--- src/rtl/tw_pkg.sv ---
package tw_pkg;
  localparam logic [2:0] OP_START   = 3'd0;
  localparam logic [2:0] OP_RESTART = 3'd1;
  localparam logic [2:0] OP_WRITE   = 3'd2;
  localparam logic [2:0] OP_READ    = 3'd3;
  localparam logic [2:0] OP_STOP    = 3'd4;

  typedef struct packed {
    logic load;
    logic sclPull;
    logic sclFree;
    logic sdaPull;
    logic sdaFree;
    logic sdaData;
    logic sdaAck;
    logic sampleData;
    logic sampleAck;
    logic fire;
  } twStrobe_t;
endpackage

--- src/rtl/tw_ctrl.sv ---
module tw_ctrl
  import tw_pkg::*;
#(
  parameter int DATA_W   = 8,
  parameter int HALF_W   = 16,
  parameter int MIN_HALF = 4
) (
  input  logic              clk,
  input  logic              rstN,
  input  logic              cmdValid,
  input  logic [2:0]        cmdOp,
  input  logic [HALF_W-1:0] divHalf,
  output logic              cmdReady,
  output logic [2:0]        curOp,
  output twStrobe_t         stb
);
  localparam int LAST_BYTE = 2 * DATA_W + 2;
  localparam int STEP_W = $clog2(LAST_BYTE + 1);
  localparam logic [STEP_W-1:0] BITS_S = STEP_W'(DATA_W);
  localparam logic [STEP_W-1:0] LAST_S = STEP_W'(LAST_BYTE);
  localparam logic [HALF_W-1:0] HALF_FLOOR = HALF_W'(MIN_HALF);

  logic busy;
  logic [2:0] op;
  logic [STEP_W-1:0] step, lastStep, bitIdx;
  logic [HALF_W-1:0] cnt, halfReg;
  logic accept, phaseEnd, edgeA, edgeB, isByte;

  assign accept   = cmdValid && !busy;
  assign cmdReady = !busy;
  assign curOp    = op;
  assign phaseEnd = busy && (cnt == halfReg - 1'b1);
  assign edgeA    = busy && (cnt == '0);
  assign edgeB    = busy && (cnt == HALF_W'(1));
  assign bitIdx   = step >> 1;
  assign isByte   = busy && ((op == OP_WRITE) || (op == OP_READ));

  always_comb begin
    case (op)
      OP_START:          lastStep = STEP_W'(1);
      OP_RESTART:        lastStep = STEP_W'(3);
      OP_STOP:           lastStep = STEP_W'(2);
      OP_WRITE, OP_READ: lastStep = LAST_S;
      default:           lastStep = '0;
    endcase
  end

  always_ff @(posedge clk) begin
    if (!rstN) begin
      busy    <= 1'b0;
      op      <= OP_START;
      step    <= '0;
      cnt     <= '0;
      halfReg <= HALF_FLOOR;
    end else if (accept) begin
      busy    <= 1'b1;
      op      <= cmdOp;
      step    <= '0;
      cnt     <= '0;
      halfReg <= (divHalf < HALF_FLOOR) ? HALF_FLOOR : divHalf;
    end else if (busy) begin
      if (phaseEnd) begin
        cnt <= '0;
        if (step == lastStep) busy <= 1'b0;
        else step <= step + 1'b1;
      end else begin
        cnt <= cnt + 1'b1;
      end
    end
  end

  always_comb begin
    stb      = '0;
    stb.load = accept;
    stb.fire = isByte && phaseEnd && (step == lastStep);
    if (busy) begin
      case (op)
        OP_START: begin
          if (step == '0 && edgeA) stb.sdaPull = 1'b1;
          if (step == STEP_W'(1) && edgeA) stb.sclPull = 1'b1;
        end
        OP_RESTART: begin
          if (step == '0 && edgeB) stb.sdaFree = 1'b1;
          if (step == STEP_W'(1) && edgeA) stb.sclFree = 1'b1;
          if (step == STEP_W'(2) && edgeA) stb.sdaPull = 1'b1;
          if (step == STEP_W'(3) && edgeA) stb.sclPull = 1'b1;
        end
        OP_STOP: begin
          if (step == '0 && edgeB) stb.sdaPull = 1'b1;
          if (step == STEP_W'(1) && edgeA) stb.sclFree = 1'b1;
          if (step == STEP_W'(2) && edgeA) stb.sdaFree = 1'b1;
        end
        OP_WRITE, OP_READ: begin
          if (!step[0]) begin
            if (edgeA) stb.sclPull = 1'b1;
            if (edgeB && bitIdx < BITS_S) stb.sdaData = 1'b1;
            if (edgeB && bitIdx == BITS_S) stb.sdaAck = 1'b1;
          end else if (edgeA) begin
            stb.sclFree = 1'b1;
            if (bitIdx < BITS_S) stb.sampleData = 1'b1;
            else stb.sampleAck = 1'b1;
          end
        end
        default: ;
      endcase
    end
  end

  AST_PHASE_BOUND: assert property (@(posedge clk) disable iff (!rstN)
    busy |-> (cnt < halfReg));
  AST_HALF_FLOOR: assert property (@(posedge clk) disable iff (!rstN)
    busy |-> (halfReg >= HALF_FLOOR));
  AST_ACCEPT_BUSY: assert property (@(posedge clk) disable iff (!rstN)
    (cmdValid && cmdReady) |=> !cmdReady);
endmodule

--- src/rtl/tw_dpath.sv ---
module tw_dpath
  import tw_pkg::*;
#(
  parameter int DATA_W = 8
) (
  input  logic              clk,
  input  logic              rstN,
  input  twStrobe_t         stb,
  input  logic [2:0]        cmdOp,
  input  logic [DATA_W-1:0] cmdData,
  input  logic              cmdNack,
  input  logic              sdaIn,
  output logic              sclDriveLow,
  output logic              sdaDriveLow,
  output logic              rspValid,
  output logic [DATA_W-1:0] rspData,
  output logic              rspAck
);
  logic [DATA_W-1:0] shiftReg;
  logic sclLow, sdaLow, nackReg, isRead, ackBit;

  assign sclDriveLow = sclLow;
  assign sdaDriveLow = sdaLow;

  always_ff @(posedge clk) begin
    if (!rstN) begin
      shiftReg <= '0;
      nackReg  <= 1'b0;
      isRead   <= 1'b0;
      ackBit   <= 1'b1;
    end else begin
      if (stb.load) begin
        shiftReg <= (cmdOp == OP_READ) ? '1 : cmdData;
        nackReg  <= cmdNack;
        isRead   <= (cmdOp == OP_READ);
      end else if (stb.sampleData) begin
        shiftReg <= {shiftReg[DATA_W-2:0], sdaIn};
      end
      if (stb.sampleAck) ackBit <= sdaIn;
    end
  end

  always_ff @(posedge clk) begin
    if (!rstN) begin
      sclLow <= 1'b0;
      sdaLow <= 1'b0;
    end else begin
      if (stb.sclPull) sclLow <= 1'b1;
      else if (stb.sclFree) sclLow <= 1'b0;
      if (stb.sdaPull) sdaLow <= 1'b1;
      else if (stb.sdaFree) sdaLow <= 1'b0;
      else if (stb.sdaData) sdaLow <= !shiftReg[DATA_W-1];
      else if (stb.sdaAck) sdaLow <= isRead && !nackReg;
    end
  end

  always_ff @(posedge clk) begin
    if (!rstN) begin
      rspValid <= 1'b0;
      rspData  <= '0;
      rspAck   <= 1'b1;
    end else begin
      rspValid <= stb.fire;
      if (stb.fire) begin
        rspData <= shiftReg;
        rspAck  <= ackBit;
      end
    end
  end

  AST_LINES_APART: assert property (@(posedge clk) disable iff (!rstN)
    !(!$stable(sclLow) && !$stable(sdaLow)));
  AST_RSP_PULSE: assert property (@(posedge clk) disable iff (!rstN)
    rspValid |=> !rspValid);
endmodule

--- src/rtl/tw_byte_master.sv ---
module tw_byte_master
  import tw_pkg::*;
#(
  parameter int DATA_W   = 8,
  parameter int HALF_W   = 16,
  parameter int MIN_HALF = 4
) (
  input  logic              clk,
  input  logic              rstN,
  input  logic [HALF_W-1:0] divHalf,
  input  logic              cmdValid,
  output logic              cmdReady,
  input  logic [2:0]        cmdOp,
  input  logic [DATA_W-1:0] cmdData,
  input  logic              cmdNack,
  output logic              rspValid,
  output logic [DATA_W-1:0] rspData,
  output logic              rspAck,
  output logic              sclDriveLow,
  output logic              sdaDriveLow,
  input  logic              sdaIn
);
  twStrobe_t stb;
  logic [2:0] curOp;

  tw_ctrl #(.DATA_W(DATA_W), .HALF_W(HALF_W), .MIN_HALF(MIN_HALF)) uCtrl (
    .clk(clk), .rstN(rstN), .cmdValid(cmdValid), .cmdOp(cmdOp),
    .divHalf(divHalf), .cmdReady(cmdReady), .curOp(curOp), .stb(stb)
  );

  tw_dpath #(.DATA_W(DATA_W)) uDpath (
    .clk(clk), .rstN(rstN), .stb(stb), .cmdOp(cmdOp), .cmdData(cmdData),
    .cmdNack(cmdNack), .sdaIn(sdaIn), .sclDriveLow(sclDriveLow),
    .sdaDriveLow(sdaDriveLow), .rspValid(rspValid), .rspData(rspData),
    .rspAck(rspAck)
  );

  AST_DATA_HOLD: assert property (@(posedge clk) disable iff (!rstN)
    (!cmdReady && (curOp == OP_WRITE || curOp == OP_READ) &&
     !sclDriveLow && $past(!sclDriveLow)) |-> $stable(sdaDriveLow));
  AST_UNKNOWN_QUIET: assert property (@(posedge clk) disable iff (!rstN)
    (!cmdReady && curOp > OP_STOP) |-> ($stable(sclDriveLow) && $stable(sdaDriveLow) && !rspValid));
endmodule

--- config.mk ---
export PLATFORM = sky130hd
export DESIGN_NAME = tw_byte_master
export DESIGN_NICKNAME = d
export VERILOG_FILES = /design/src/rtl/tw_pkg.sv /design/src/rtl/tw_ctrl.sv /design/src/rtl/tw_dpath.sv /design/src/rtl/tw_byte_master.sv
export SDC_FILE = /design/constraint.sdc
export NUM_CORES = 1
export LEC_CHECK = 0
export BUFFER_PORTS_ARGS = -buffer_cell sky130_fd_sc_hd__clkbuf_2
export CAP_MARGIN = 25
export CORE_UTILIZATION = 58
export DETAILED_ROUTE_END_ITERATION = 8
export PLACE_DENSITY = 0.89
export SKIP_LAST_GASP = 1
export SLEW_MARGIN = 5
export SYNTH_ARGS = -nofsm -noshare
export SYNTH_HDL_FRONTEND = slang
export SYNTH_SLANG_ARGS = --single-unit
--- constraint.sdc ---
create_clock -name clk -period 3.4 [get_ports clk]
set_input_delay 0.85 -clock clk [delete_from_list [all_inputs] [get_ports clk]]
set_output_delay 0.85 -clock clk [all_outputs]
set_load 0.02 [all_outputs]
==> results.json, run 1 <==
{
  "status": "finished clean",
  "vias_per_cell": 5.922,
  "drt_first_iter_violations": 361,
  "finalCritPeriodShare": 0.9418,
  "overflow": 0,
  "dieArea_sq_um": 6430,
  "start_util": 0.5989,
  "critPathMaxFanout": 12,
  "max_freq_ghz": 0.3123,
  "grt_pass1_wl_mm": 13.94,
  "synth_cell_type_count": 55,
  "grtUsageMet3": 0.06591,
  "worstSetupPathType": "flop to flop",
  "cts_tree": "yes",
  "die_w_um": 80.19,
  "cts_buffers": 9,
  "whs_path_depth": 2,
  "first_pass_iters": 5,
  "netlist_top_cells_area": "dfxtp_1, nand2_1, mux2i_1",
  "wirelength_mm": 8.589,
  "slowest_delay_ps": 650,
  "dp.cells": 549,
  "cts_buffer_depth": 2,
  "cp_slowest_cell": "or4_4",
  "crit_chain": "inv_1, ha_1, or4b_4, a2111oi_2, a31o_2, a32oi_1, or4_4, or2_2, mux2i_1",
  "hpwl_mm": 6.210,
  "min_path_type": "flop to flop",
  "vias": 3346,
  "grt_util_met1": 0.3611,
  "tightestPinTransition_ps": 664.9,
  "core_area_sq_um": 5921,
  "reg2regPathDepth": 9,
  "clk_latency_ps": 340,
  "seq_area_frac_synth": 0.3613,
  "holdWs_ps": 462.6,
  "fillers": 489,
  "stdcell_area_sq_um": 3998,
  "cp-end-kind": "flop",
  "drc_errors": 0,
  "required_ps": 3620,
  "leakagePower_nw": 1.600,
  "grt_util_met2": 0.4761,
  "grt_max_degree": 27,
  "ys_ff_latch": 64,
  "yosysMostFrequentCell": "nand2_1",
  "wl_per_cell_um": 15.20,
  "drv_slew": 0,
  "htree_levels": 3,
  "fin_worst_skew_ps": 7.165,
  "antennaDiodeCount": 0,
  "relSlewSlack": 0.5526,
  "placed_cell_area_sq_um": 3775,
  "cts.sinks": 64,
  "nets": 525,
  "synth.top_cell.area_share": 0.3613,
  "synth_cells": 452,
  "synthArstFlopShare": 0,
  "max-cap-violations": 0,
  "total_power_mw": 1.697,
  "dieHeight_um": 80.19,
  "powerDensity_nw_per_um2": 424.6,
  "yosysWarningCount": 0,
  "utilization": 0.6752,
  "grt_pass1_vias": 3059,
  "yosys_most_used_dff": "dfxtp_1",
  "gp_congestion": 0.9862,
  "finalSetupViolCount": 0,
  "io_buffers": 44,
  "instances_no_fill": 565,
  "syn_to_final_growth_pct": 12.74,
  "grt_antenna_before_repair": 0,
  "vdd_drop_max_uv": 322.3,
  "syn-num-nets": 492,
  "critPathArrivalTime_ps": 3430,
  "ioPinCount": 45,
  "ff2ff_setup_slack_ps": 200,
  "rows": 28,
  "ant_nets": 0,
  "syn_avg_cell_area_sq_um": 7.845,
  "syn-cell-area_sq_um": 3546,
  "ys_top_cells_by_count": "nand2_1, dfxtp_1, nor2_1, a21oi_1, xnor2_1",
  "synth_edf_count": 0,
  "clk_pin_slew_ps": 70,
  "post-synth-top-area-cell": "dfxtp_1",
  "drive_gt1_frac": 0.1633,
  "busiest_layer": "met2",
  "fin_crit_ps": 3202,
  "root_buffer": "clkbuf_8",
  "hold_viol_final": 0,
  "cp-start-kind": "flop",
  "grtUsageTotal": 0.2864,
  "post_cts.repair.setup_buffers": 0
}
layer usage:
| layer | vias up | part of all wire |
|---|---|---|
| li1 | 1642 | - |
| met1 | 1557 | 0.43 |
| met2 | 125 | 0.48 |
| met3 | 22 | 0.063 |
| met4 | 0 | 0.022 |
| met5 | - | 0 |
layout make-up:
class                           count  area [sq um]  area share
Multi-Input combinational cell    348          2102      0.5258
Inverter                           11         41.29     0.01033
Clock buffer                       11         151.4     0.03787
Clock inverter                      5         55.05     0.01377
Timing Repair Buffer               51         272.8     0.06823
Sequential cell                    64          1281      0.3205
Tap cell                           75         93.84     0.02347
critical path: cells and delay by family (launching register included):
family,cells,cell delay [ps]
mux,1,170
flops,1,370
fa+ha+maj,1,230
buf+inv,1,100
compound gates,3,560
simple gates,3,1640
flip-flops by register name (all words and copies together), names as in the netlist, 3 cells and up:
name / flops
uCtrl.cnt: 16
uCtrl.curOp: 3
uCtrl.halfReg: 16
uCtrl.step: 5
uDpath.rspData: 8
uDpath.shiftReg: 8
metrics by stage:
| step | TNS [ps] | setup WS (ps) |
|---|---|---|
| after detailed placement | 0 | 117.9 |
| after floorplan | 0 | 339.2 |
| after CTS | 0 | 116.1 |
| after global routing | -2.158 | -1.316 |
| after global placement | 0 | 237.3 |
| final | 0 | 198.0 |
what timing repair did:
action / in CTS / in global routing
hold endpoints to repair: 0 / 0
resized for setup: 0 / 5
hold buffers: 0 / 0
endpoints found under the setup margin: 0 / 26
kinds of logic (layout without fill, tap and decap cells):
| family | Yosys count | after routing | synth area share |
|---|---|---|---|
| AOI/OAI and AO/OA | 79 | 79 | 0.1362 |
| muxes | 20 | 20 | 0.05681 |
| and+or+nand+nor | 204 | 204 | 0.2756 |
| xor gates and xnor gates | 37 | 37 | 0.09139 |
| buffers and inverters | 40 | 78 | 0.05046 |
| adders and majority gates | 8 | 8 | 0.02823 |
| DFF | 64 | 64 | 0.3613 |
power breakdown:
| part | internal [mW] | switching [mW] |
|---|---|---|
| sequential | 0.775 | 0.0322 |
| clock | 0.376 | 0.296 |
| combinational | 0.0904 | 0.128 |
| total | 1.24 | 0.457 |
worst paths after layout:
path	start	endpoint
min	uDpath.rspData[0]	uDpath.rspData[0]
max	uCtrl.halfReg[0]	uDpath.rspData[6]
min reg2reg	uDpath.rspData[0]	uDpath.rspData[0]
max reg2reg	uCtrl.halfReg[0]	uDpath.rspData[6]
placed cells by master (no fill, tap or decap), drive strengths merged, types with 4 or more instances in the layout:
cell,synthesis,routed
a21o,4,4
or4,8,8
buf,9,7
a31oi,4,4
mux2i,19,19
nor2b,5,5
nor3,11,11
nand4,8,8
nor2,39,39
inv,10,10
ha,8,8
o21ai,18,18
dfxtp,64,64
xor2,17,17
nand2,85,85
xnor2,20,20
nand3,12,12
clkbuf,20,55
or3,5,5
a21oi,34,34
nor4,14,14
o211ai,4,4
No activity file was read; power rests on OpenSTA's default activity.
==> run 2: changes to the inputs <==
Settings changed: REMOVE_ABC_BUFFERS set to 1.
==> results.json, run 2 (synthesis results as in run 1) <==
{
  "min_path_type": "flop to flop",
  "start_util": 0.5989,
  "cts_buffer_depth": 2,
  "status": "finished clean",
  "postCtsHoldBufs": 0,
  "die_w_um": 80.19,
  "dieHeight_um": 80.19,
  "ioPinCount": 45,
  "required_ps": 3630,
  "top_layer": "met4",
  "max_freq_ghz": 0.3040,
  "tightestPinTransition_ps": 657.3,
  "ant_nets": 0,
  "gp_congestion": 0.9373,
  "clk_pin_slew_ps": 70,
  "drc_errors": 0,
  "wirelength_mm": 8.631,
  "slowest_delay_ps": 650,
  "cts_buffers": 9,
  "wl_met2_mm": 4.320,
  "layout_commonest_cell": "nand2_1",
  "antennaDiodeCount": 0,
  "root_buffer": "clkbuf_8",
  "clk_latency_ps": 350,
  "grt_antenna_before_repair": 0,
  "most-common-layout-cells": "nand2_1, dfxtp_1, clkbuf_2",
  "cp-start-kind": "flop",
  "dieArea_sq_um": 6430,
  "core_area_sq_um": 5921,
  "syn_to_final_growth_pct": 12.53,
  "fin_crit_ps": 3290,
  "cp_slowest_cell": "or4_4",
  "m1WireLength_mm": 3.625,
  "grt_pass1_vias": 3058,
  "critPathMaxFanout": 12,
  "drive_gt1_frac": 0.1575,
  "cts.sinks": 64,
  "instances_no_fill": 564,
  "relSlewSlack": 0.5578,
  "route.met3.wl_um": 494,
  "finalCritPeriodShare": 0.9676,
  "vias": 3408,
  "max-cap-violations": 0,
  "overflow": 0,
  "finalSetupViolCount": 0,
  "total_power_mw": 1.754,
  "rows": 28,
  "drt_first_iter_violations": 270,
  "leakagePower_nw": 1.601,
  "htree_levels": 3,
  "vdd_drop_max_uv": 423.3,
  "vias_per_cell": 6.043,
  "rsz0062_at_grt": "false",
  "worstSetupPathType": "flop to flop",
  "drv_slew": 0,
  "nets": 524,
  "cp-end-kind": "flop",
  "grtUsageTotal": 0.2778,
  "hpwl_mm": 6.105,
  "io_buffers": 44,
  "grt_pass1_wl_mm": 13.83,
  "first_pass_iters": 5,
  "dp.cells": 548,
  "powerDensity_nw_per_um2": 439.5,
  "cts_tree": "yes",
  "largestRegisters": "uCtrl.cnt (16), uCtrl.halfReg (16)",
  "hold_viol_final": 0,
  "wl_per_cell_um": 15.30,
  "critPathArrivalTime_ps": 3520,
  "grt_max_degree": 28,
  "crit_chain": "inv_1, ha_1, or4b_4, a2111oi_0, a31o_2, a32oi_1, or4_4, or2_2, mux2i_1",
  "tns_ps": 0,
  "post_cts.repair.setup_buffers": 0,
  "fin_worst_skew_ps": 9.833
}
run 2: cell count changes in the layout (fill, tap and decap cells not counted), sizes merged:
cell | previous run | this run
clkinv | 3 | 4
inv | 10 | 11
clkinvlp | 2 | 1
clkbuf | 55 | 53
buf | 7 | 6
bufinv | 1 | 2
run 2: cell type report:
class                      count  area [sq um]
clock inverter                 7         95.09
tap                           75         93.84
clock buffer                   9         123.9
sequential                    64          1281
inverter                      11         41.29
timing repair buffer          50         265.3
multi-input combinational    348          2090
fill                         503          1931
run 2: critical path: cells and delay by family, from the launching register on:
family                   cells  cell delay, ps
multiplexers                 1             160
adder cells (fa/ha/maj)      1             250
AO/OA/AOI/OAI                3             650
AND/OR/NAND/NOR              3            1620
buffers and inverters        1             110
flip-flops                   1             370
run 2: metal layers:
| layer | vias up | GRT usage |
|---|---|---|
| met5 | - | 0 |
| met2 | 123 | 0.4692 |
| met4 | 0 | 0.1036 |
| met3 | 27 | 0.08636 |
| li1 | 1639 | - |
| met1 | 1619 | 0.3285 |
run 2: metrics by stage:
step	util	setup slack (ps)	hold WS [ps]	area, sq um
after floorplan	-	380.0	436.7	3408
after global placement	0.6363	255.2	445.6	3767
after detailed placement	0.6363	109.1	467.1	3767
after global routing	0.6739	29.07	489.4	3990
after CTS	0.6733	85.58	477.3	3986
final	0.6739	110.1	478.5	3990
run 2: power by group:
part           total, mW  leakage (nW)  internal, mW  switching (mW)
Sequential         0.809         0.521         0.774          0.0348
Combinational      0.214         0.970        0.0890           0.125
Clock              0.731         0.110         0.414           0.318
run 2: worst paths after layout:
check | start | endpoint | slack (ps) | cells after the start
max reg2reg | uCtrl.halfReg[0] | uDpath.rspData[5] | 110 | 9
min reg2reg | uDpath.rspData[6] | uDpath.rspData[6] | 480 | 2
max | uCtrl.halfReg[0] | uDpath.rspData[5] | 110 | 9
min | uDpath.rspData[6] | uDpath.rspData[6] | 480 | 2
run 2: repair_timing:
action | in CTS | in global routing
setup endpoints to repair | 0 | 26
resized for setup | 0 | 2
hold endpoints to repair | 0 | 0
